**src/rtl/clkdiv_cell.sv**
```systemverilog
module clkdiv_cell #(
  parameter int NUM_PLL = 8,
  parameter int RATIO_W = 4
) (
  input  logic               clk,
  input  logic               rst_n,
  input  logic               ref_ce,
  input  logic [NUM_PLL-1:0] pll_ce,
  input  logic               pll_switch,
  input  logic [2:0]         pll_select,
  input  logic               div_switch,
  input  logic [2:0]         div_select,
  input  logic               div3_switch,
  input  logic               enable,
  output logic [3:0]         parent_idx,
  output logic               out_ce,
  output logic               out_clk
);

  localparam logic [RATIO_W-1:0] ONE = RATIO_W'(1);

  function automatic logic [RATIO_W-1:0] code_ratio(input logic [2:0] code);
    case (code)
      3'd1:    code_ratio = RATIO_W'(2);
      3'd2:    code_ratio = RATIO_W'(4);
      3'd3:    code_ratio = RATIO_W'(6);
      3'd4:    code_ratio = RATIO_W'(8);
      3'd5:    code_ratio = RATIO_W'(12);
      default: code_ratio = ONE;
    endcase
  endfunction

  function automatic logic [RATIO_W-1:0] high_len(input logic [RATIO_W-1:0] r);
    high_len = (r == RATIO_W'(3)) ? ONE : (r >> 1);
  endfunction

  logic               pll_sel_ok, pll_pick, src_ce;
  logic [RATIO_W-1:0] tgt_ratio, act_ratio, cnt, cnt_inc;
  logic               last, gate_q, lvl_q, ce_q;

  assign pll_sel_ok = 32'(pll_select) < NUM_PLL;
  assign pll_pick   = pll_sel_ok ? pll_ce[pll_select] : 1'b0;
  assign src_ce     = pll_switch ? pll_pick : ref_ce;
  assign parent_idx = pll_switch ? ({1'b0, pll_select} + 4'd1) : 4'd0;

  assign tgt_ratio = div3_switch ? RATIO_W'(3) :
                     div_switch  ? code_ratio(div_select) : ONE;

  assign cnt_inc = cnt + ONE;
  assign last    = (cnt_inc == act_ratio);

  always_ff @(posedge clk) begin
    if (!rst_n) begin
      cnt       <= '0;
      act_ratio <= ONE;
      gate_q    <= 1'b0;
      lvl_q     <= 1'b0;
      ce_q      <= 1'b0;
    end else begin
      ce_q <= 1'b0;
      if (src_ce) begin
        if (last) begin
          cnt       <= '0;
          act_ratio <= tgt_ratio;
          gate_q    <= enable;
          ce_q      <= enable;
          lvl_q     <= enable && (high_len(tgt_ratio) != '0) && (tgt_ratio != ONE);
        end else begin
          cnt   <= cnt_inc;
          lvl_q <= gate_q && (cnt_inc < high_len(act_ratio));
        end
      end
    end
  end

  assign out_ce  = ce_q;
  assign out_clk = (act_ratio == ONE) ? ce_q : lvl_q;


  rst_out_low_chk: assert property (@(posedge clk) disable iff (!rst_n)
    $rose(rst_n) |-> (!out_ce && !out_clk));


  strobe_src_chk: assert property (@(posedge clk) disable iff (!rst_n)
    out_ce |-> $past(src_ce));


  ratio_hold_chk: assert property (@(posedge clk) disable iff (!rst_n)
    !$stable(act_ratio) |-> $past(src_ce && last));


  gate_when_low_chk: assert property (@(posedge clk) disable iff (!rst_n)
    !$stable(gate_q) |-> !$past(lvl_q));


  closed_quiet_chk: assert property (@(posedge clk) disable iff (!rst_n)
    !gate_q |-> (!out_ce && !out_clk));


  cnt_range_chk: assert property (@(posedge clk) disable iff (!rst_n)
    cnt < act_ratio);

endmodule

```
**config.mk**
```make
export PLATFORM = sky130hd
export DESIGN_NAME = clkdiv_cell
export DESIGN_NICKNAME = d
export VERILOG_FILES = /design/src/rtl/clkdiv_cell.sv
export SDC_FILE = /design/constraint.sdc
export NUM_CORES = 1
export LEC_CHECK = 0
export BUFFER_PORTS_ARGS = -buffer_cell sky130_fd_sc_hd__buf_2
export CORE_MARGIN = 1
export CORE_UTILIZATION = 54
export CTS_CLUSTER_SIZE = 28
export DETAILED_ROUTE_END_ITERATION = 7
export MAX_ROUTING_LAYER = met4
export PLACE_DENSITY = 0.91
export SLEW_MARGIN = 20
export SYNTH_ARGS = -nofsm -noshare
export SYNTH_HDL_FRONTEND = slang
export SYNTH_SLANG_ARGS = --single-unit
```
**constraint.sdc**
```tcl
create_clock -name clk -period 3.43 [get_ports clk]
set_input_delay 0.343 -clock clk [delete_from_list [all_inputs] [get_ports clk]]
set_output_delay 0.343 -clock clk [all_outputs]
set_load 0.02 [all_outputs]
```
Yosys cells after proc, flatten, opt, wreduce, memory -nomap -nowiden
Cells that the tools add are included.

storage, ports and cells
  register bits = 11
  output and inout port bits = 6
  logic and storage cells = 37

cells by class
  add/subtract/negate cells = 2
  magnitude comparators = 2
  eq/ne operators = 10
  mux-type cells = 12
  reduce and logical (&&, ||, !) cells = 6

operator list
  operator                                                               number
  4-bit one-hot mux with 5 select lines                                  1
  4-bit two-way mux                                                      4
  4-bit by 2-bit equality test with 1-bit output, second input constant  2
  3-bit by 2-bit equality test with 1-bit output, second input constant  2
  3-bit equality test, second input constant                             2
  3-bit two-way mux                                                      2
  3-bit by 1-bit adder with 4-bit output, second input constant          1
  4-bit by 1-bit adder with 4-bit output, second input constant          1
  4-bit by 1-bit equality test with 1-bit output, second input constant  1
  4-bit equality test                                                    1
  3-bit by 4-bit < comparator with 1-bit output, second input constant   1
  4-bit by 3-bit < comparator with 1-bit output                          1
  1-bit two-way mux                                                      4
  4-bit by 1-bit != test with 1-bit output, second input constant        1
  4-bit nonzero test                                                     1
  1-bit binary-select mux with 3-bit select                              1
  3-bit by 1-bit equality test with 1-bit output, second input constant  1
  1-bit logical AND                                                      3
  3-bit AND reduction                                                    1
  2-bit AND reduction                                                    1

Depth between registers and ports, before layout
  depth in word-level cells = 10
  mapped depth = 7
  depth with buffers taken out = 7

Worst setup path after synthesis
Ideal clock, no wire load.

  kind = flip-flop to flip-flop
  start = register cnt[0]
  end = register lvl_q
  library setup time = 70 ps
  arrival = 1657 ps
  required time = 3360 ps
  setup slack = 1704 ps
  cell stages (with the launch flop) = 7
  period minus slack after synthesis = 1726 ps
  cells stage by stage = dfxtp_1 -> ha_1 -> xor3_1 -> nor3_4 -> nand2_2 -> mux2_4 -> a21oi_1

between the ends
  longest elaborated chain between the ends = 4
  elaborated cells on any way between the ends = 5
  those cells by class = add/sub (1); order compare (1); eq/ne (1); mux (1); reduce/logical (1)

RTL lines
  item                                           RTL line  source
  from (decl)                                    38        logic [RATIO_W-1:0] tgt_ratio, act_ratio, cnt, cnt_inc;
  from (signal assigned)                         69        cnt <= cnt_inc;
  4-bit by 1-bit adder with 4-bit output (*)     49        assign cnt_inc = cnt + ONE;
  4-bit by 3-bit < comparator with 1-bit output  70        lvl_q <= gate_q && (cnt_inc < high_len(act_ratio));
  1-bit logical AND                              70
  1-bit two-way mux (*)                          62        if (last) begin
  to (signal assigned)                           67        lvl_q <= enable && (high_len(tgt_ratio) != '0) && (tgt_ratio != ONE);
  to (signal assigned)                           70
  to (decl)                                      39        logic last, gate_q, lvl_q, ce_q;

Mark *: on every way between the ends. The rest lies on a longest branch, timed or not.
A chain may end at the register's enable or synchronous reset.

Worst setup path in the final report
Same ends and word-level chain as after synthesis.

==> results_dict.tcl <==
set metrics [dict create \
    status "completed" \
    required_ns 3.64 \
    cts-root-buf "clkbuf_4" \
    place_congestion 0.839 \
    reg2reg_from "cnt[0]$_SDFFE_PN0P_" \
    r2r_cells 7 \
    vias_per_cell 5.57 \
    dp_cells 139 \
    core_um2 1540 \
    synth_flop_cell "dfxtp_1" \
    tightest_slew_ns 0.410 \
    final_common_cell "buf_2" \
    start_util 0.592 \
    dpl.hpwl_mm 1.55 \
    finalMaxSlewViolations 0 \
    drtAntennaViolNets 0 \
    rrSetupSlack_ns 1.47 \
    first_pass_iters 4 \
    synth_top_area_cell "dfxtp_1" \
    period_share 0.573 \
    powerDensity_nw_per_um2 436 \
    pin_count 27 \
    clk_pin_slew_ns 0.07 \
    grt.overflow.total 0 \
    endpoint_kind "flip-flop" \
    critPathMaxFanout 6 \
    ys_types 41 \
    setup_viol 0 \
    num_vias 796 \
    yosys_warnings 0 \
    min_period_ns 1.96 \
    synthDominantCellAreaShare 0.241 \
    clock.fmax_mhz 509 \
    seq_area_frac_synth 0.241 \
    cts_resized 0 \
    path_delay_family "adder cells" \
    maxSlewHeadroom 0.727 \
    min_path_cells 3 \
    fin_worst_skew_ns 0.00383 \
    leakagePower_nw 0.535 \
    finalHoldViolCount 0 \
    rsz0062_at_grt "false" \
    insertion_delay_ns 0.28 \
    ir_worst_vdd_mv 0.212 \
    maxCapViolCount 0 \
    grt_pass1_vias 754 \
    rows 14 \
    grt_pass1_wl_mm 3.16 \
    r2r-end "lvl_q$_SDFFE_PN0P_" \
    synth_area_um2 912 \
    crit_path_max_incr_delay_ns 0.43 \
    fp.dieW_um 43.1 \
    async_flop_share 0 \
    track_usage 0.237 \
    cts_buffers 3 \
    synth_fp_nets 126 \
    critPathMostFrequentCell "ha_1" \
    tritoncts "built" \
    antenna_found_initial 0 \
    setup_slack_ns 1.47 \
    syn_area_per_cell_um2 9.21 \
    dieArea_um2 1860 \
    hold_class "in2reg" \
    htreeDepth 1 \
    port_buffers 26 \
    clockBufferDepth 2 \
    drt_wl_total_mm 1.89 \
    drc 0 \
    fin_cells 143 \
    cp_num_buf_inv 0 \
    crit_type "reg2reg" \
    cp_slowest_cell "dfxtp_1" \
    synth_seq_cells 11 \
    ys_top_cells_by_area "dfxtp_1 (24%), ha_1 (8.2%), nand2_1 (6.6%), mux2i_1 (4.4%), xor2_1 (3.8%)" \
    pre_cts_ws_ns 1.43 \
    wire_per_inst_um 13.2 \
    hold_path_end "out_ce$_SDFF_PN0_" \
    crit_chain "ha_1 > ha_1 > a21boi_0 > o21ai_0 > nand4b_1 > mux2_4 > a21oi_1" \
    min-delay-start "enable" \
    arrival_ns 2.17 \
    synthCells 99 \
    fin_total_pwr_w 0.000467 \
    diodes 0 \
    start_kind "flip-flop" \
    holdBufCountCts 0 \
    layout-drive-gt1-share 0.339 \
    area_delta_synth_final_pct 17.4 \
    setup_tns_ns 0 \
    post-cts-setup-buffers 0 \
    final_util 0.695 \
    cts_num_sinks 11 \
    nNetsFinal 155 \
    drt_iter0_drc 22 \
    mostFrequentLayoutCells "buf_2 (26), nand2_1 (16), dfxtp_1 (11), inv_1 (8), ha_1 (6)" \
    synth_edf_count 0 \
    die_h_um 43.1 \
    grt_max_degree 19 \
]
==> report_power, final <==
group / switching, W / internal, W / total [W] / leakage, nW
sequential: 0.0000168 / 0.000144 / 0.000161 / 0.0895
clock: 0.0000452 / 0.0000452 / 0.0000904 / 0.0150
combinational: 0.000117 / 0.0000990 / 0.000216 / 0.431
total: 0.000179 / 0.000288 / 0.000467 / 0.535
==> worst min-delay path, stage by stage <==
cell     delay [ns]
buf_2          0.09
nand2_1        0.06
nor2_1         0.07
==> kinds of logic after synthesis <==
kind of cell | share of synthesized area
mux | 0.143
compound gates | 0.134
xor+xnor | 0.100
buf+inv | 0.0521
simple gates | 0.247
flops | 0.241
fa+ha+maj | 0.0823
==> metal layers <==
metal	vias up	track usage	wire length, µm
met5	-	-	0
met4	0	0.133	44
met3	6	0.0383	73
met2	29	0.409	980
met1	354	0.254	796
li1	407	-	-
==> state kept, by name, indices dropped and copies added, names as in the netlist <==
name and count:
act_ratio 4, lvl_q 1, out_ce 1, gate_q 1, cnt 4
==> cell type report <==
cell class | instances | area [µm²]
Clock buffer | 4 | 26.3
Fill cell | 123 | 470
Inverter | 8 | 30.0
Multi-Input combinational cell | 78 | 644
Sequential cell | 11 | 220
Tap cell | 16 | 20.0
Timing Repair Buffer | 26 | 130
==> cell usage after synthesis, drive strengths merged (2+ instances only) <==
| cell type | instances |
|---|---|
| dfxtp | 11 |
| nand2b | 3 |
| inv | 8 |
| xor2 | 4 |
| o22ai | 4 |
| nor2 | 5 |
| a21boi | 3 |
| and2 | 3 |
| o21ai | 2 |
| ha | 6 |
| nand2 | 17 |
| nand3 | 2 |
| clkbuf | 2 |
| mux2 | 5 |
| mux2i | 4 |
==> through the flow <==
stage / area (µm²) / hold WS, ns
6_report: 1070 / 0.323
5_1_grt: 1070 / 0.329
4_1_cts: 1070 / 0.314
3_5_place_dp: 1040 / 0.482
3_3_place_gp: 1040 / 0.462
2_1_floorplan: 912 / 0.438
==> worst max path at each step <==
stage | from | end | slack, ns | cells after the start
2_1_floorplan | cnt[0]$_SDFFE_PN0P_ | lvl_q$_SDFFE_PN0P_ | 1.70 | 6
3_3_place_gp | pll_select[0] | act_ratio[0]$_SDFFE_PN1P_ | 1.53 | 6
3_5_place_dp | pll_select[0] | act_ratio[0]$_SDFFE_PN1P_ | 1.43 | 6
4_1_cts | cnt[0]$_SDFFE_PN0P_ | lvl_q$_SDFFE_PN0P_ | 1.45 | 7
5_1_grt | cnt[0]$_SDFFE_PN0P_ | lvl_q$_SDFFE_PN0P_ | 1.33 | 7
6_report | cnt[0]$_SDFFE_PN0P_ | lvl_q$_SDFFE_PN0P_ | 1.47 | 7
No activity file was read; power rests on OpenSTA's default activity.
